===== config.mk =====
export PLATFORM = sky130hd
export DESIGN_NAME = usb_out_responder
export DESIGN_NICKNAME = d
export VERILOG_FILES = /design/src/rtl/usb_out_pkg.sv /design/src/rtl/usb_out_txn_fsm.sv /design/src/rtl/usb_out_ep_state.sv /design/src/rtl/usb_out_responder.sv
export SDC_FILE = /design/constraint.sdc
export NUM_CORES = 1
export LEC_CHECK = 0
export BUFFER_PORTS_ARGS = -buffer_cell sky130_fd_sc_hd__buf_2
export CAP_MARGIN = 10
export CORE_MARGIN = 1
export CORE_UTILIZATION = 40
export CTS_BUF_LIST = sky130_fd_sc_hd__clkbuf_8
export CTS_CLUSTER_SIZE = 28
export DETAILED_ROUTE_END_ITERATION = 10
export GPL_ROUTABILITY_DRIVEN = 0
export PLACE_DENSITY = 0.83
export REMOVE_ABC_BUFFERS = 1
export SETUP_SLACK_MARGIN = 0.3
export SKIP_CTS_REPAIR_TIMING = 1
export SLEW_MARGIN = 5
export SYNTH_ARGS = -nofsm -noshare
export SYNTH_HDL_FRONTEND = slang
export SYNTH_SLANG_ARGS = --single-unit

===== constraint.sdc =====
create_clock -name clk -period 1.98 [get_ports clk]
set_input_delay 0.099 -clock clk [delete_from_list [all_inputs] [get_ports clk]]
set_output_delay 0.099 -clock clk [all_outputs]
set_load 0.03 [all_outputs]

===== src/rtl/usb_out_pkg.sv =====
package usb_out_pkg;

    typedef enum logic [1:0] {
        HS_NONE = 2'b00,
        HS_ACK  = 2'b01,
        HS_NAK  = 2'b10
    } hs_code_e;

    typedef enum logic [2:0] {
        ST_IDLE,
        ST_STORE,
        ST_DROP,
        ST_SKIP,
        ST_HS
    } txn_st_e;

endpackage


===== src/rtl/usb_out_txn_fsm.sv =====
module usb_out_txn_fsm
    import usb_out_pkg::*;
#(
    parameter int N_EP    = 4,
    parameter int ADDR_W  = 7,
    parameter int EPNUM_W = 4,
    parameter int DATA_W  = 8,
    localparam int EP_W   = (N_EP > 1) ? $clog2(N_EP) : 1
) (
    input  logic               clk,
    input  logic               rst_n,
    input  logic [ADDR_W-1:0]  dev_addr,
    input  logic               tok_valid,
    input  logic [ADDR_W-1:0]  tok_addr,
    input  logic [EPNUM_W-1:0] tok_ep,
    input  logic               rx_valid,
    input  logic [DATA_W-1:0]  rx_data,
    input  logic               rx_eop,
    input  logic [N_EP-1:0]    ep_enable,
    input  logic [N_EP-1:0]    ep_iso,
    input  logic [N_EP-1:0]    ep_full,
    output logic               fifo_we,
    output logic [EP_W-1:0]    fifo_ep,
    output logic [DATA_W-1:0]  fifo_data,
    output logic               hs_valid,
    output hs_code_e           hs_code,
    output logic               set_stb,
    output logic [EP_W-1:0]    set_ep
);

    typedef struct packed {
        txn_st_e           st;
        logic [EP_W-1:0]   ep;
        logic              iso;
        logic              we;
        logic [DATA_W-1:0] data;
        logic              hs_v;
        hs_code_e          hs;
    } fsm_s;

    fsm_s fsm_d, fsm_q;

    logic [EP_W-1:0] ep_idx;
    logic            ep_in_range;
    logic            tok_ok;

    always_comb begin
        ep_idx      = tok_ep[EP_W-1:0];
        ep_in_range = ({1'b0, tok_ep} < (EPNUM_W+1)'(N_EP));
        tok_ok      = (tok_addr == dev_addr) && ep_in_range && ep_enable[ep_idx];

        fsm_d      = fsm_q;
        fsm_d.we   = 1'b0;
        fsm_d.hs_v = 1'b0;
        fsm_d.hs   = HS_NONE;
        set_stb    = 1'b0;

        case (fsm_q.st)
            ST_IDLE: begin
                if (tok_valid) begin
                    fsm_d.ep  = ep_idx;
                    fsm_d.iso = ep_iso[ep_idx];
                    if (!tok_ok)
                        fsm_d.st = ST_SKIP;
                    else if (ep_full[ep_idx])
                        fsm_d.st = ST_DROP;
                    else
                        fsm_d.st = ST_STORE;
                end
            end
            ST_STORE: begin
                if (rx_valid) begin
                    fsm_d.we   = 1'b1;
                    fsm_d.data = rx_data;
                end
                if (rx_eop) begin
                    if (fsm_q.iso) begin
                        set_stb  = 1'b1;
                        fsm_d.st = ST_IDLE;
                    end else begin
                        fsm_d.hs_v = 1'b1;
                        fsm_d.hs   = HS_ACK;
                        fsm_d.st   = ST_HS;
                    end
                end
            end
            ST_DROP: begin
                if (rx_eop) begin
                    fsm_d.hs_v = !fsm_q.iso;
                    fsm_d.hs   = fsm_q.iso ? HS_NONE : HS_NAK;
                    fsm_d.st   = ST_IDLE;
                end
            end
            ST_SKIP: begin
                if (rx_eop)
                    fsm_d.st = ST_IDLE;
            end
            ST_HS: begin
                set_stb  = 1'b1;
                fsm_d.st = ST_IDLE;
            end
            default: fsm_d.st = ST_IDLE;
        endcase
    end

    always_ff @(posedge clk or negedge rst_n) begin
        if (!rst_n) begin
            fsm_q <= '{st: ST_IDLE, ep: '0, iso: 1'b0, we: 1'b0,
                       data: '0, hs_v: 1'b0, hs: HS_NONE};
        end else begin
            fsm_q <= fsm_d;
        end
    end

    assign fifo_we   = fsm_q.we;
    assign fifo_ep   = fsm_q.ep;
    assign fifo_data = fsm_q.data;
    assign hs_valid  = fsm_q.hs_v;
    assign hs_code   = fsm_q.hs;
    assign set_ep    = fsm_q.ep;

    AST_HS_AFTER_EOP: assert property (@(posedge clk) disable iff (!rst_n)
        hs_valid |-> $past(rx_eop));
    AST_ISO_NO_ACK: assert property (@(posedge clk) disable iff (!rst_n)
        hs_valid |-> !$past(fsm_q.iso));
    AST_DROP_NO_STORE: assert property (@(posedge clk) disable iff (!rst_n)
        (fsm_q.st == ST_DROP) |=> !fifo_we);
    AST_SKIP_SILENT: assert property (@(posedge clk) disable iff (!rst_n)
        (fsm_q.st == ST_SKIP) |=> (!fifo_we && !hs_valid));

endmodule


===== src/rtl/usb_out_ep_state.sv =====
module usb_out_ep_state #(
    parameter int N_EP  = 4,
    localparam int EP_W = (N_EP > 1) ? $clog2(N_EP) : 1
) (
    input  logic            clk,
    input  logic            rst_n,
    input  logic            set_stb,
    input  logic [EP_W-1:0] set_ep,
    input  logic [N_EP-1:0] buf_clr,
    input  logic            irq_rd,
    output logic [N_EP-1:0] ep_full,
    output logic [N_EP-1:0] irq_flags
);

    typedef struct packed {
        logic full;
        logic pend;
    } ep_s;

    for (genvar gi = 0; gi < N_EP; gi++) begin : g_ep
        ep_s  ep_d, ep_q;
        logic hit;

        always_comb begin
            hit  = set_stb && (set_ep == EP_W'(gi));
            ep_d = ep_q;
            if (buf_clr[gi])
                ep_d.full = 1'b0;
            if (irq_rd)
                ep_d.pend = 1'b0;
            if (hit) begin
                ep_d.full = 1'b1;
                ep_d.pend = 1'b1;
            end
        end

        always_ff @(posedge clk or negedge rst_n) begin
            if (!rst_n)
                ep_q <= '{full: 1'b0, pend: 1'b0};
            else
                ep_q <= ep_d;
        end

        assign ep_full[gi]   = ep_q.full;
        assign irq_flags[gi] = ep_q.pend;

        AST_FULL_FROM_STORE: assert property (@(posedge clk) disable iff (!rst_n)
            $rose(ep_full[gi]) |-> $past(set_stb && (set_ep == EP_W'(gi))));
        AST_IRQ_FROM_STORE: assert property (@(posedge clk) disable iff (!rst_n)
            $rose(irq_flags[gi]) |-> $past(set_stb && (set_ep == EP_W'(gi))));
        AST_CLR_EMPTIES: assert property (@(posedge clk) disable iff (!rst_n)
            (buf_clr[gi] && !(set_stb && (set_ep == EP_W'(gi)))) |=> !ep_full[gi]);
        AST_READ_CLEARS: assert property (@(posedge clk) disable iff (!rst_n)
            (irq_rd && !(set_stb && (set_ep == EP_W'(gi)))) |=> !irq_flags[gi]);
    end

endmodule


===== src/rtl/usb_out_responder.sv =====
module usb_out_responder
    import usb_out_pkg::*;
#(
    parameter int N_EP    = 4,
    parameter int ADDR_W  = 7,
    parameter int EPNUM_W = 4,
    parameter int DATA_W  = 8,
    localparam int EP_W   = (N_EP > 1) ? $clog2(N_EP) : 1
) (
    input  logic               clk,
    input  logic               rst_n,
    input  logic [ADDR_W-1:0]  dev_addr,
    input  logic               tok_valid,
    input  logic [ADDR_W-1:0]  tok_addr,
    input  logic [EPNUM_W-1:0] tok_ep,
    input  logic               rx_valid,
    input  logic [DATA_W-1:0]  rx_data,
    input  logic               rx_eop,
    input  logic [N_EP-1:0]    ep_enable,
    input  logic [N_EP-1:0]    ep_iso,
    input  logic [N_EP-1:0]    buf_clr,
    input  logic               irq_rd,
    output logic               fifo_we,
    output logic [EP_W-1:0]    fifo_ep,
    output logic [DATA_W-1:0]  fifo_data,
    output logic               hs_valid,
    output logic [1:0]         hs_code,
    output logic [N_EP-1:0]    ep_full,
    output logic [N_EP-1:0]    irq_flags,
    output logic               irq
);

    logic            set_stb;
    logic [EP_W-1:0] set_ep;
    hs_code_e        hs_code_w;

    usb_out_txn_fsm #(
        .N_EP(N_EP), .ADDR_W(ADDR_W), .EPNUM_W(EPNUM_W), .DATA_W(DATA_W)
    ) u_fsm (
        .clk       (clk),
        .rst_n     (rst_n),
        .dev_addr  (dev_addr),
        .tok_valid (tok_valid),
        .tok_addr  (tok_addr),
        .tok_ep    (tok_ep),
        .rx_valid  (rx_valid),
        .rx_data   (rx_data),
        .rx_eop    (rx_eop),
        .ep_enable (ep_enable),
        .ep_iso    (ep_iso),
        .ep_full   (ep_full),
        .fifo_we   (fifo_we),
        .fifo_ep   (fifo_ep),
        .fifo_data (fifo_data),
        .hs_valid  (hs_valid),
        .hs_code   (hs_code_w),
        .set_stb   (set_stb),
        .set_ep    (set_ep)
    );

    usb_out_ep_state #(.N_EP(N_EP)) u_ep_state (
        .clk       (clk),
        .rst_n     (rst_n),
        .set_stb   (set_stb),
        .set_ep    (set_ep),
        .buf_clr   (buf_clr),
        .irq_rd    (irq_rd),
        .ep_full   (ep_full),
        .irq_flags (irq_flags)
    );

    assign hs_code = hs_code_w;
    assign irq     = |irq_flags;

    AST_IRQ_LINE_LOW: assert property (@(posedge clk) disable iff (!rst_n)
        $fell(irq) |-> $past(irq_rd));
    AST_HS_KNOWN: assert property (@(posedge clk) disable iff (!rst_n)
        hs_valid |-> ($countones(hs_code) == 1));

endmodule


Word-level counts from Yosys, hierarchy flattened
Cells that the tools add are included.
{ "op_classes": {"magnitude_cmp": 2, "n_eq_ne": 11, "muxes": 32, "n_reduce_logical": 22} }
{ "op_table": {"columns": ["cell", "n"], "rows": [
  ["2-to-1 mux 3 bit", 6],
  ["2-to-1 mux 9 bit", 2],
  ["nonzero test 2 bit", 8],
  ["2-to-1 mux 2 bit", 7],
  ["2-to-1 mux 1 bit", 10],
  ["one-hot mux 3 bit (3 select lines)", 1],
  ["== test 7 bit", 1],
  ["binary-select mux 1 bit (select 2 bit)", 3],
  ["== test 3 x 2 -> 1 bit, second input constant", 2],
  ["logical AND 1 bit", 6],
  ["2-to-1 mux 6 bit", 1],
  ["one-hot mux 3 bit (2 select lines)", 1],
  ["== test 2 bit, second input constant", 2],
  ["< comparator 4 x 3 -> 1 bit, second input constant", 1],
  ["!= test 2 bit, second input constant", 2],
  ["AND reduction 2 bit", 2],
  ["OR reduction 4 bit", 1],
  ["== test 3 x 1 -> 1 bit, second input constant", 1],
  ["== test 3 bit, second input constant", 1],
  ["logical NOT 3 bit", 1],
  ["< comparator 2 x 3 -> 1 bit, second input constant", 1],
  ["AND reduction 3 bit", 1],
  ["== test 2 x 1 -> 1 bit, second input constant", 1],
  ["logical NOT 2 bit", 1],
  ["other kinds (4)", 4]
]} }
{ "word_totals": {"ff_bits": 26, "input_bits": 44, "out_inout_bits": 23, "elab_cells": 82} }

Longest topological paths before layout
Gate-level depths: netlist (run 1).
{ "logic_depth": {"word_depth": 6, "depth_mapped": 4, "mapped_depth_nobuf": 4} }

By module
From an unflattened synthesis (run 1), not the netlist that was laid out.
{ "hier_totals": {"cells_unflattened": 113, "hier_area_um2": 1272.5} }
{ "by_module_without_submodules": {"columns": ["mod", "instances", "cells_per_inst", "area_each_um2", "seq_area_each_um2"], "rows": [
  ["usb_out_txn_fsm", 1, 84, 967.2, 450.4],
  ["usb_out_ep_state", 1, 28, 297.8, 200.2],
  ["usb_out_responder", 1, 1, 7.5, 0.0]
]} }

Worst setup path after synthesis (run 1)
No wires, ideal clock.
{ "synth_path": {"kind": "register -> register", "startpoint": "reg u_ep_state.g_ep[3].ep_q, in the netlist u_ep_state.ep_full[3]", "endpoint": "reg u_fsm.fsm_q[16] (netlist name)", "setup_ps": 130, "arrival_ps": 1342, "required_ps": 1850, "setup_slack_ps": 508, "path_stages_with_launch": 4, "path_buffers": 0, "period_less_slack_ps": 1472, "path_cell_list": "dfrtp_1 mux4_2 nor4b_2 o22ai_1"} }
{ "synth_via": {"elab_chain_cells": 6} }
{ "synth_rtl": {"columns": ["item", "line", "source"], "rows": [
  ["start: declaration", "usb_out_ep_state.sv:21", "ep_s ep_d, ep_q;"],
  ["start signal: assignment", "usb_out_ep_state.sv:39", "ep_q <= '{full: 1'b0, pend: 1'b0};"],
  ["start signal: assignment", "usb_out_ep_state.sv:41", "ep_q <= ep_d;"],
  ["binary-select mux 1 bit (select 2 bit)", "usb_out_txn_fsm.sv:65", "else if (ep_full[ep_idx])"],
  ["2-to-1 mux 1 bit (implied by the code)", "usb_out_txn_fsm.sv:65", null],
  ["2-to-1 mux 2 bit", "usb_out_txn_fsm.sv:65", null],
  ["2-to-1 mux 2 bit", "usb_out_txn_fsm.sv:63", "if (!tok_ok)"],
  ["2-to-1 mux 6 bit", "usb_out_txn_fsm.sv:60", "if (tok_valid) begin"],
  ["one-hot mux 3 bit (3 select lines)", "usb_out_txn_fsm.sv:58", "case (fsm_q.st)"],
  ["end signal: assignment", "usb_out_txn_fsm.sv:108", "fsm_q <= '{st: ST_IDLE, ep: '0, iso: 1'b0, we: 1'b0,"],
  ["end signal: assignment", "usb_out_txn_fsm.sv:111", "fsm_q <= fsm_d;"],
  ["end: declaration", "usb_out_txn_fsm.sv:41", "fsm_s fsm_d, fsm_q;"]
]} }
Every way passes these cells. The select of a mux whose other input is x is not followed.
A chain may end at the register's enable or synchronous reset.

Final worst setup path (run 1)
{ "layout_path": {"startpoint": "reg u_fsm.fsm_q[17] (netlist name)", "endpoint": "reg u_fsm.fsm_q, in the netlist u_fsm.fifo_data[4]"} }
{ "layout_via": {"elab_chain_cells": 2} }
{ "layout_rtl": {"columns": ["item", "line"], "rows": [
  ["== test 3 x 1 -> 1 bit", "usb_out_txn_fsm.sv:58"],
  ["AND reduction 2 bit (no line)", null]
]} }
Every way passes these cells.

==> Flow_metrics.wiki, run 1 <==
{| class="wikitable"
! Metric !! Value
|-
| Result of the run || complete, no violations
|-
| Slew @ Worst Pin || about 0.54 ns
|-
| Max-Slew Margin vs Limit || between 60% and 70%
|-
| Synth warnings || 0
|-
| Summed instance area of the synthesized netlist || 1260 µm²
|-
| Chip Height || between 50 and 60 µm
|-
| Netlist cell types || 26
|-
| Worst IR drop on VDD || a little over 0.9 mV
|-
| CTS tree || yes
|-
| Tcrit/Tclk final || 75.8%
|-
| Worst-case clock buffer depth || 2
|-
| Register area || around 650 µm²
|-
| Clock insertion delay at the later pin of the skew report || approximately 0.27 ns
|-
| TritonCTS buffer count || 3
|-
| Endpoint of the most critical register-to-register path || u_fsm.fifo_data[4]
|-
| Residual DRC || 0
|-
| Aggregate global routing overflow || 0
|-
| Static leakage power || 0.845 nW
|-
| Timing endpoint of the critical path || u_fsm.fifo_data[4]
|-
| Number of violations reported at the end of detailed-routing iteration 0 || 13
|-
| Logic gate share of total power || a little over two fifths
|-
| Startpoint kind of the worst setup timing path || flop
|-
| Worst Setup Path Type || reg -> reg
|-
| Final worst hold slack || approximately 0.0009 ns
|-
| Pin count of the biggest net entering global routing || 27
|-
| Summed negative setup slack over all endpoints || 0 ns
|-
| Total routing resource utilization after global routing || between 15 and 20%
|-
| Power dissipated by switching net loads || between 0.0008 and 0.0009 W
|-
| Count of input and output buffers || 66
|-
| Clock share of power || between 10% and 20%
|-
| H-Tree Depth || 1
|-
| Cell-internal power || 0.00134 W
|-
| Main area contributors after synthesis || sky130_fd_sc_hd__dfrtp_1, sky130_fd_sc_hd__buf_4, sky130_fd_sc_hd__mux2_2, sky130_fd_sc_hd__xnor2_1, sky130_fd_sc_hd__mux4_1
|-
| Final-layout fill cell count || around 290
|-
| Most frequent cells after synthesis || sky130_fd_sc_hd__dfrtp_1, sky130_fd_sc_hd__buf_4, sky130_fd_sc_hd__nand2_1
|-
| Max Clock Freq || between 600 and 700 MHz
|-
| Remaining number of nets flagged by the antenna check after routing || 0
|-
| Kind of end point of the critical path || flop
|-
| Worst R2R Start || u_fsm.fsm_q[17]
|-
| Share of synthesized registers carrying an async set or reset || between 90% and 100%
|-
| Final Hold Vio Count || 0
|-
| Number of pins exceeding their max-slew limit in the final report || 0
|-
| Clock sink total || 26
|-
| Number of storage elements in the synthesis netlist || 26
|-
| Layout cell share with drive strength beyond 1 || between 40% and 50%
|-
| Syn-to-layout area delta || 29.8%
|-
| Unrepaired setup endpoints after global routing || no
|-
| Total die area || 3390 µm²
|-
| Cell at the root of the clock tree || sky130_fd_sc_hd__clkbuf_8
|-
| Worst EP required || approximately 2.1 ns
|-
| Hold WC Path Type || in -> reg
|-
| Via count of the first global-routing pass || 939
|-
| Final setup vio count || 0
|-
| Ant diodes || 0
|-
| Count of pins on the block boundary || 67
|-
| Clock tree skew after final layout || between 0.004 and 0.005 ns
|-
| Row cnt || 20
|-
| Cells after synthesis || 107
|-
| Setup slack of the most critical reg-to-reg path || between 0.4 and 0.5 ns
|-
| Antenna violations before repair || 0
|-
| Post-DR wirelength/cell || between 10 and 15 µm
|-
| Max capacitance violation total || 0
|-
| Multi-input gate area || about 490 µm²
|-
| Largest area contributor in the netlist || sky130_fd_sc_hd__dfrtp_1
|-
| CP max FO || 9
|-
| Routed wire length || between 2 and 2.5 mm
|-
| FF-to-FF path depth || 4
|-
| Switching portion of total power || between 40% and 50%
|-
| Die width || ~58 µm
|-
| Synthesized area per cell || 11.8 µm²
|-
| Worst path arrival time || about 1.7 ns
|-
| Wire length of the first global-routing pass || between 3 and 4 mm
|-
| Worst Setup SP || u_fsm.fsm_q[17]
|-
| Most common cell in the synthesized netlist || sky130_fd_sc_hd__dfrtp_1
|-
| Core area || approximately 3000 µm²
|-
| Number of enable-type register cells in the synthesized netlist || 0
|-
| Total number of vias || 985
|-
| Sequential element share of the synthesized area || 51.5%
|-
| Most used flip-flop cell after synthesis || sky130_fd_sc_hd__dfrtp_1
|-
| Seq pwr share || around two fifths
|-
| Post-synth top area share || between 50% and 60%
|-
| Placed wire-length estimate after detailed placement || 1.98 mm
|-
| Post-layout minimum cycle time || approximately 1.5 ns
|-
| Post-layout net count || around 210
|-
| Initial Utilization || a little over two fifths
|-
| Clock transition at path regs || ~0.090 ns
|-
| Ratio of total power to cell area || between 1000 and 1500 nW/µm²
|-
| Via/cell ratio || about 4.7
|-
| Iteration count of the initial detailed-routing pass || 4
|}
[flip-flops by register name, summed over array words and instances, names as in the netlist]
register	count
u_fsm.hs_valid	1
u_fsm.fifo_ep	2
u_fsm.fifo_we	1
u_ep_state.irq_flags	4
u_fsm.hs_code	2
u_fsm.fifo_data	8
u_ep_state.ep_full	4
u_fsm.fsm_q	4
[logic make-up (layout without fill, tap and decap cells)]
logic type | Yosys count | count (layout) | share of synthesized area (%)
buffers and inverters | 20 | 79 | 9.80
and+or+nand+nor | 31 | 31 | 13.9
AOI/OAI and AO/OA | 12 | 12 | 6.93
DFF | 26 | 26 | 51.5
muxes | 11 | 11 | 13.1
xor gates and xnor gates | 7 | 7 | 4.85
[layout make-up]
type | instances | area share [%]
flip-flops and latches | 26 | 39.7
multi-input cells | 61 | 29.8
repair buffers | 68 | 21.2
well taps | 44 | 3.36
clock buffers | 3 | 2.52
clock inverters | 1 | 1.83
inverters | 7 | 1.60
[metrics by stage]
step	instance area, µm²	util, %	std cells	setup WS, ns	power, W
global route	1640	54.2	210	0.388	0.00236
CTS	1630	53.8	209	0.480	0.00225
finish	1640	54.2	210	0.479	0.00223
detailed placement	1560	51.5	205	0.484	0.00182
global placement	1560	51.5	205	0.535	0.00180
floorplan	1170	-	94	0.141	0.00151
[power by group through the flow]
stage	Clock, W	Sequential [W]	Combinational (W)
2_1_floorplan	0	0.00118	0.000329
3_3_place_gp	0	0.000877	0.000918
3_5_place_dp	0	0.000879	0.000939
4_1_cts	0.000441	0.000869	0.000940
5_1_grt	0.000458	0.000900	0.00100
6_report	0.000434	0.000867	0.000934
[layout by cell type (no fill, tap or decap), types with 2 or more instances in the layout]
cell                       instances
sky130_fd_sc_hd__xnor2_1           7
sky130_fd_sc_hd__o32ai_1           2
sky130_fd_sc_hd__o22ai_1           2
sky130_fd_sc_hd__clkbuf_8          3
sky130_fd_sc_hd__nor2_1            3
sky130_fd_sc_hd__nand2_1          10
sky130_fd_sc_hd__inv_1             7
sky130_fd_sc_hd__dfrtp_1          26
sky130_fd_sc_hd__nand4_1           2
sky130_fd_sc_hd__mux2_2            8
sky130_fd_sc_hd__nor3_1            4
sky130_fd_sc_hd__a22o_1            4
sky130_fd_sc_hd__mux4_1            2
sky130_fd_sc_hd__o21ai_0           2
sky130_fd_sc_hd__buf_2            66
sky130_fd_sc_hd__nand2b_1          4
[routing by layer]
metal | up-vias | routed length [µm] | GRT usage [%]
met5 | - | 0 | 0
met4 | 0 | 15 | 4.08
met3 | 2 | 174 | 5.80
met2 | 38 | 1250 | 27.9
met1 | 463 | 998 | 18.1
li1 | 482 | - | -
[worst min-delay path by stage]
stage               start                     to  slack [ns]  cells after the start
2_1_floorplan       rst_n  u_ep_state.ep_full[0]       -0.20                      0
4_1_cts             rst_n         u_fsm.hs_valid       -0.18                      1
5_1_grt        buf_clr[3]  u_ep_state.ep_full[3]        0.02                      2
6_report       buf_clr[3]  u_ep_state.ep_full[3]      0.0009                      2
3_3_place_gp        rst_n       u_fsm.hs_code[0]        0.11                      1
3_5_place_dp        rst_n         u_fsm.hs_valid        0.12                      1
[critical path, stage by stage, from the launching register on]
cell and delay (ns):
sky130_fd_sc_hd__dfrtp_1 0.42, sky130_fd_sc_hd__nand2b_1 0.21, sky130_fd_sc_hd__nor3b_1 0.21, sky130_fd_sc_hd__buf_4 0.20
sky130_fd_sc_hd__mux2_2 0.34
(Power assumes the default switching activity.)
==> run 2, diff against run 1 <==
--- a/config.mk
+++ b/config.mk
@@ -5,6 +5,7 @@
 export SDC_FILE = /design/constraint.sdc
 export NUM_CORES = 1
 export LEC_CHECK = 0
+export ABC_AREA = 1
 export BUFFER_PORTS_ARGS = -buffer_cell sky130_fd_sc_hd__buf_2
 export CAP_MARGIN = 10
 export CORE_MARGIN = 1
@@ -13,7 +14,7 @@
 export CTS_CLUSTER_SIZE = 28
 export DETAILED_ROUTE_END_ITERATION = 10
 export GPL_ROUTABILITY_DRIVEN = 0
-export PLACE_DENSITY = 0.83
+export PLACE_DENSITY = 0.85
 export REMOVE_ABC_BUFFERS = 1
 export SETUP_SLACK_MARGIN = 0.3
 export SKIP_CTS_REPAIR_TIMING = 1
==> constraint.sdc (replaced) <==
create_clock -name clk -period 1.31 [get_ports clk]
set_input_delay 0.0655 -clock clk [delete_from_list [all_inputs] [get_ports clk]]
set_output_delay 0.0655 -clock clk [all_outputs]
set_load 0.03 [all_outputs]
==> run 2 against run 1 <==
The run now ends with negative hold slack left. Clock power rose by 50%. Non-clock buffer count rose by 12. Area after synthesis rose by 4.9%. Largest power group unchanged. Global-route usage is 0.52 points higher. Worst hold slack got worse by 0.0074 ns. Register-to-register slack worse by 0.47 ns. Sequential power up 46%. Combinational power rose by 85%. Power is 63% higher. First-iteration DRC count rose to 2.6 times the previous value. Flip-flop and latch count unchanged.
==> Flow_metrics.wiki, run 2 <==
{| class="wikitable"
! Metric !! Value
|-
| Worst path arrival time || roughly 1.5 ns
|-
| Max capacitance violation total || 0
|-
| Ratio of total power to cell area || 1940 nW/µm²
|-
| Number of storage elements in the synthesis netlist || 26
|-
| Row cnt || 20
|-
| Sequential element share of the synthesized area || between 40 and 50%
|-
| Die width || roughly 60 µm
|-
| Layout Cell Area excl Fill || around 1900 µm²
|-
| Post-layout minimum cycle time || around 1.3 ns
|-
| Pin count of the biggest net entering global routing || 27
|-
| Endpoint of the most critical register-to-register path || u_fsm.fifo_ep[1]
|-
| Share of synthesized registers carrying an async set or reset || between 90% and 100%
|-
| Number of flip-flops under the largest register name || 8
|-
| Static leakage power || between 1 and 1.5 nW
|-
| Main area contributors after synthesis || sky130_fd_sc_hd__dfrtp_1, sky130_fd_sc_hd__nand2_1, sky130_fd_sc_hd__buf_4, sky130_fd_sc_hd__inv_1, sky130_fd_sc_hd__o21ai_0
|-
| Worst Setup Path Type || reg -> reg
|-
| Startpoint kind of the worst setup timing path || flop
|-
| Final worst hold slack || -0.00654 ns
|-
| Number of enable-type register cells in the synthesized netlist || 0
|-
| Summed negative setup slack over all endpoints || 0 ns
|-
| Kind of end point of the critical path || flop
|-
| Via/cell ratio || approximately 4.4
|-
| Largest stage delay on the critical path || between 0.4 and 0.5 ns
|-
| Total die area || roughly 3500 µm²
|-
| Unrepaired setup endpoints after global routing || yes
|-
| Core occupancy in the finished layout || about three fifths
|-
| Hold WC Path Type || in -> reg
|-
| Layout cell share with drive strength beyond 1 || approximately two fifths
|-
| Clock tree skew after final layout || 0.00311 ns
|-
| CTS tree || yes
|-
| Synth warnings || 0
|-
| Worst EP required || ~1.5 ns
|-
| Switching portion of total power || a little over two fifths
|-
| Number of standard cells in the layout, taps in and fillers out || approximately 280
|-
| Slew @ Worst Pin || about 0.54 ns
|-
| Aggregate global routing overflow || 0
|-
| Most used flip-flop cell after synthesis || sky130_fd_sc_hd__dfrtp_1
|-
| Most common cell in the synthesized netlist || sky130_fd_sc_hd__nand2_1
|-
| Chip Height || 59.6 µm
|-
| Post-layout net count || about 290
|-
| Synthesized area per cell || 7.84 µm²
|-
| Total number of vias || 1257
|-
| Tcrit/Tclk final || approximately 100%
|-
| Count of pins on the block boundary || 67
|-
| TritonCTS buffer count || 3
|-
| Cell-internal power || roughly 0.0021 W
|-
| Max-Slew Margin vs Limit || a little under two thirds
|-
| Seq pwr share || 34.7%
|-
| Initial Utilization || 42.7%
|-
| CP max FO || 8
|-
| Post-synth top area share || 49.1%
|-
| Antenna violations before repair || 0
|-
| Start point of the worst hold path || rx_data[0]
|-
| Critical Path Slowest Stage Cell || sky130_fd_sc_hd__dfrtp_1
|-
| Power, Total || 0.00365 W
|-
| Worst Hold Endpoint || u_fsm.fifo_data[0]
|-
| Cell at the root of the clock tree || sky130_fd_sc_hd__clkbuf_8
|-
| Cells after synthesis || approximately 170
|-
| Placement Cell Area || roughly 1600 µm²
|-
| Violations in the final reports || negative hold slack
|-
| Power dissipated by switching net loads || 0.00155 W
|-
| Most frequent cells after synthesis || sky130_fd_sc_hd__nand2_1, sky130_fd_sc_hd__dfrtp_1, sky130_fd_sc_hd__inv_1
|-
| Final setup vio count || 0
|-
| Max Clock Freq || approximately 770 MHz
|-
| Placed wire-length estimate after detailed placement || about 2.2 mm
|-
| Post-DR wirelength/cell || about 10 µm
|-
| Number of pins exceeding their max-slew limit in the final report || 0
|-
| Residual DRC || 0
|-
| Total routing resource utilization after global routing || between 15 and 20%
|-
| Worst IR drop on VDD || ~0.90 mV
|-
| Commonest cells after routing, fill and taps aside || sky130_fd_sc_hd__buf_2, sky130_fd_sc_hd__nand2_1, sky130_fd_sc_hd__dfrtp_1
|-
| Syn-to-layout area delta || 41.8%
|-
| Worst-case clock buffer depth || 2
|-
| Clock insertion delay at the later pin of the skew report || about 0.27 ns
|-
| Setup slack of the most critical reg-to-reg path || 0.006 ns
|-
| Clock sink total || 26
|-
| Clock share of power || 17.8%
|-
| Result of the run || finished with violations
|-
| Remaining number of nets flagged by the antenna check after routing || 0
|-
| Iteration count of the initial detailed-routing pass || 4
|-
| H-Tree Depth || 1
|-
| Count of input and output buffers || between 60 and 70
|-
| Clock transition at path regs || about 0.090 ns
|-
| Placed cell count || between 200 and 300
|-
| Summed instance area of the synthesized netlist || around 1300 µm²
|-
| Commonest non-fill, non-tap cell in the layout || sky130_fd_sc_hd__buf_2
|-
| Ant diodes || 0
|-
| Core area || between 3000 and 4000 µm²
|-
| Worst R2R Start || u_fsm.fsm_q[15]
|-
| Wire length of the first global-routing pass || between 4 and 5 mm
|-
| FF-to-FF path depth || 3
|-
| Via count of the first global-routing pass || about 1100
|-
| Worst Hold Path Cells || 3
|-
| Netlist cell types || 19
|-
| Routed wire length || 2.97 mm
|-
| Logic gate share of total power || 47.4%
|-
| Final Hold Vio Count || 2
|-
| Number of violations reported at the end of detailed-routing iteration 0 || 34
|-
| Largest area contributor in the netlist || sky130_fd_sc_hd__dfrtp_1
|-
| Crit path cell chain || or2_4 > nor3b_4 > o21ai_0
|}
run 2: changes by cell type in the layout (fill, tap and decap cells not counted), sizes merged, moves of 3 or more:
| cell | delta |
|---|---|
| nor3 | -4 |
| mux2 | -8 |
| o21ai | +11 |
| nand2b | -4 |
| buf | +4 |
| a22o | -4 |
| nand2 | +49 |
| inv | +16 |
| dlygate4sd3 | +8 |
| xnor2 | -4 |
| mux4 | -3 |
| nor2 | +10 |
| nand3 | +9 |
run 2: worst max-delay path by stage:
stage,start,endpoint,slack [ns],cells past startpoint
after floorplan,u_fsm.fsm_q[15],u_fsm.fifo_ep[0],0.15,3
after global placement,u_fsm.fsm_q[15],u_fsm.fifo_ep[0],0.11,3
after detailed placement,u_fsm.fsm_q[15],u_fsm.fsm_q[12],0.04,3
after CTS,u_fsm.fsm_q[15],u_fsm.fifo_ep[1],0.02,3
after global routing,u_fsm.fsm_q[15],u_fsm.fifo_ep[0],-0.07,4
final,u_fsm.fsm_q[15],u_fsm.fifo_ep[1],0.006,3
run 2: metal layers:
layer  wire [µm]  track usage, %
met5           0               0
met1        1270            19.1
met3         102            2.18
met4          43            6.64
met2        1550            29.9
run 2: through the flow:
| step | setup slack, ns | hold WS [ns] |
|---|---|---|
| 5_1_grt | -0.0656 | 0.00430 |
| 3_3_place_gp | 0.105 | 0.0859 |
| 4_1_cts | 0.0224 | -0.206 |
| 6_report | 0.00596 | -0.00654 |
| 2_1_floorplan | 0.152 | -0.230 |
| 3_5_place_dp | 0.0391 | 0.0850 |
run 2: power by group through the flow:
stage | sequential, W | clock (W) | combinational, W
after floorplan | 0.00170 | 0 | 0.000536
after global placement | 0.00124 | 0 | 0.00143
after detailed placement | 0.00125 | 0 | 0.00147
after CTS | 0.00124 | 0.000665 | 0.00147
after global routing | 0.00130 | 0.000692 | 0.00187
final | 0.00127 | 0.000651 | 0.00173
run 2: cell type report:
class | count | area (µm²)
Clock inverter | 1 | 30.0
Fill cell | 296 | 1220
Multi-Input combinational cell | 106 | 543
Sequential cell | 26 | 651
Clock buffer | 3 | 41.3
Tap cell | 44 | 55.1
Timing Repair Buffer | 80 | 469
Inverter | 24 | 90.1
run 2: cell families (layout without fill, tap and decap cells):
| logic type | after synthesis | in the layout | share of synthesized area [%] |
|---|---|---|---|
| DFF | 26 | 26 | 49.1 |
| xor gates and xnor gates | 3 | 3 | 1.98 |
| AOI/OAI and AO/OA | 17 | 17 | 7.27 |
| buffers and inverters | 37 | 108 | 14.0 |
| and+or+nand+nor | 86 | 86 | 27.7 |
run 2: worst max-delay path: cells and delay by family, from the launching register on:
family	cells	cell delay, ns
flops	1	0.44
compound gates	1	0.13
simple gates	2	0.61
==> run 3, diff against run 2 <==
--- a/config.mk
+++ b/config.mk
@@ -9,12 +9,12 @@
 export BUFFER_PORTS_ARGS = -buffer_cell sky130_fd_sc_hd__buf_2
 export CAP_MARGIN = 10
 export CORE_MARGIN = 1
-export CORE_UTILIZATION = 40
+export CORE_UTILIZATION = 42
 export CTS_BUF_LIST = sky130_fd_sc_hd__clkbuf_8
 export CTS_CLUSTER_SIZE = 28
 export DETAILED_ROUTE_END_ITERATION = 10
 export GPL_ROUTABILITY_DRIVEN = 0
-export PLACE_DENSITY = 0.85
+export PLACE_DENSITY = 0.89
 export REMOVE_ABC_BUFFERS = 1
 export SETUP_SLACK_MARGIN = 0.3
 export SKIP_CTS_REPAIR_TIMING = 1
==> run 3 against run 2 <==
The flow finishes with violations (design-rule violations, negative hold slack). Global-route usage increased by 0.54 points. Worst hold slack better by 0.0013 ns. Register-to-register slack better by 0.03 ns. Setup slack gained 0.032 ns. Sequential power barely moved. Power down 4.3%. Die area shrank 4.6%. Combinational power fell by 7%. Flip-flop and latch count did not move. Non-clock buffer count fell by 4. Via count shrank 1.0%. Critical endpoint unchanged.
==> Flow_metrics.wiki, run 3 (same netlist as run 2, synthesis figures left out) <==
{| class="wikitable"
! Metric !! Value
|-
| Result of the run || finished with violations
|-
| Violations in the final reports || design-rule violations, negative hold slack
|-
| Max-Slew Margin vs Limit || a little over three fifths
|-
| Syn-to-layout area delta || 35.0%
|-
| Iteration count of the initial detailed-routing pass || 7
|-
| Commonest non-fill, non-tap cell in the layout || sky130_fd_sc_hd__buf_2
|-
| Die width || just under 60 µm
|-
| Clock transition at path regs || about 0.080 ns
|-
| Max capacitance violation total || 0
|-
| Ratio of total power to cell area || between 1500 and 2000 nW/µm²
|-
| Static leakage power || between 1 and 1.5 nW
|-
| Worst path arrival time || approximately 1.4 ns
|-
| Max Clock Freq || 786 MHz
|-
| Min setup slack post-route || about 0.038 ns
|-
| Post-DR wirelength/cell || approximately 9.9 µm
|-
| Final worst hold slack || -0.00525 ns
|-
| Core occupancy in the finished layout || 59.1%
|-
| Routed wire length || 2.79 mm
|-
| Multi-input gate area || about 490 µm²
|-
| Total die area || roughly 3400 µm²
|-
| Number of violations reported at the end of detailed-routing iteration 0 || between 60 and 70
|-
| Aggregate global routing overflow || 0
|-
| Post-layout minimum cycle time || approximately 1.3 ns
|-
| Worst Setup Path Type || reg -> reg
|-
| Worst EP required || roughly 1.5 ns
|-
| Remaining number of nets flagged by the antenna check after routing || 0
|-
| Kind of end point of the critical path || flop
|-
| CP max FO || 8
|-
| Antenna violations before repair || 0
|-
| Core area || between 3000 and 4000 µm²
|-
| Clock sink total || 26
|-
| Placed wire-length estimate after detailed placement || 2.21 mm
|-
| Tcrit/Tclk final || 97.1%
|-
| Residual DRC || 3
|-
| Crit path cell chain || or2_4 > nor3b_4 > o21ai_0
|-
| Hold WC Path Type || in -> reg
|-
| Via count of the first global-routing pass || about 1100
|-
| Chip Height || a little under 60 µm
|-
| Ant diodes || 0
|-
| Post-layout net count || about 280
|-
| Startpoint kind of the worst setup timing path || flop
|-
| Final-layout fill cell count || 279
|-
| Largest stage delay on the critical path || 0.43 ns
|-
| Count of input and output buffers || 66
|-
| Clock insertion delay at the later pin of the skew report || ~0.26 ns
|-
| Number of flip-flops under the largest register name || 8
|-
| Cell family with the largest share of critical-path delay || simple AND/OR/NAND/NOR gates
|-
| Pin count of the biggest net entering global routing || 27
|-
| Register area || approximately 650 µm²
|-
| Layout cell share with drive strength beyond 1 || roughly 36%
|-
| Number of pins exceeding their max-slew limit in the final report || 0
|-
| Unrepaired setup endpoints after global routing || yes
|-
| Cell at the root of the clock tree || sky130_fd_sc_hd__clkbuf_8
|-
| Worst-case clock buffer depth || 2
|-
| Count of pins on the block boundary || between 60 and 70
|-
| Final setup vio count || 0
|-
| Slew @ Worst Pin || 0.553 ns
|-
| Wire length of the first global-routing pass || 4.42 mm
|-
| H-Tree Depth || 1
|-
| Row cnt || 20
|-
| Total routing resource utilization after global routing || 16.9%
|-
| CTS tree || yes
|-
| Worst IR drop on VDD || between 0.5 and 0.6 mV
|-
| Commonest cells after routing, fill and taps aside || sky130_fd_sc_hd__buf_2, sky130_fd_sc_hd__nand2_1, sky130_fd_sc_hd__dfrtp_1
|-
| Total number of vias || between 1000 and 1500
|-
| Crit path buffers/inverters || 0
|-
| Clock tree skew after final layout || roughly 0.00091 ns
|-
| Post-place setup slack || ~0.057 ns
|-
| Initial Utilization || between 40% and 50%
|-
| Final Hold Vio Count || 1
|-
| Via/cell ratio || between 4 and 5
|-
| TritonCTS buffer count || 3
|-
| Critical Path Slowest Stage Cell || sky130_fd_sc_hd__dfrtp_1
|}
-- run 3: cell types whose count changed in the layout (fill, tap and decap cells not counted), moves of 2 or more --
cell                            previous run  this run
sky130_fd_sc_hd__nand3_1                   5         9
sky130_fd_sc_hd__dlygate4sd3_1             9         4
sky130_fd_sc_hd__o21ai_1                   7         1
sky130_fd_sc_hd__o21ai_2                   2         0
sky130_fd_sc_hd__buf_2                    63        65
sky130_fd_sc_hd__o21ai_0                   4        12
sky130_fd_sc_hd__nand3_2                   5         1
-- run 3: worst reg2reg max path, cell delays in order, from the launching register on --
cell,delay [ns]
sky130_fd_sc_hd__dfrtp_1,0.43
sky130_fd_sc_hd__or2_4,0.27
sky130_fd_sc_hd__nor3b_4,0.33
sky130_fd_sc_hd__o21ai_0,0.13
-- run 3: worst paths after layout --
path	from	cells after the start	slack, ns	endpoint
min in group asynchronous	rst_n	2	0.32	u_ep_state.ep_full[1]
worst min-delay path	buf_clr[3]	2	-0.005	u_ep_state.ep_full[3]
max in group asynchronous	rst_n	2	0.63	u_fsm.fifo_data[2]
worst max register to register	u_fsm.fsm_q[15]	3	0.04	u_fsm.fifo_ep[1]
worst max-delay path	u_fsm.fsm_q[15]	3	0.04	u_fsm.fifo_ep[1]
worst min register to register	u_fsm.fifo_data[4]	2	0.48	u_fsm.fifo_data[4]
-- run 3: metal layers --
metal  GRT usage (%)  vias to the layer above  part of all wire [%]
met2            32.7                       36                    53
met4            5.44                        0                  0.68
met5               0                        -                     0
li1                -                      643                     -
met3            2.46                        2                   3.7
met1            18.7                      563                    42
-- run 3: power by group --
part	switching (W)	internal, W	total (W)
registers	0.000162	0.00107	0.00124
clock network	0.000232	0.000408	0.000640
logic	0.00106	0.000558	0.00161
total	0.00145	0.00204	0.00349
-- run 3: final cells by class --
| cell class | instances | area share [%] |
|---|---|---|
| timing repair inverter | 1 | 0.280 |
| inverter | 24 | 5.24 |
| sequential | 26 | 36.4 |
| tap | 44 | 3.08 |
| timing repair buffer | 76 | 23.6 |
| clock inverter | 1 | 1.68 |
| clock buffer | 3 | 2.31 |
| multi-input combinational | 106 | 27.5 |
-- run 3: metrics by stage --
stage                     area (µm²)  hold slack [ns]  setup TNS [ns]  cells  power [W]
final                           1790         -0.00525               0    281    0.00349
after global routing            1790          0.00666          -0.418    281    0.00371
after CTS                       1700           -0.206               0    272    0.00337
after detailed placement        1630           0.0840               0    268    0.00272
after global placement          1630           0.0787               0    268    0.00266
after floorplan                 1230           -0.230               0    156    0.00223
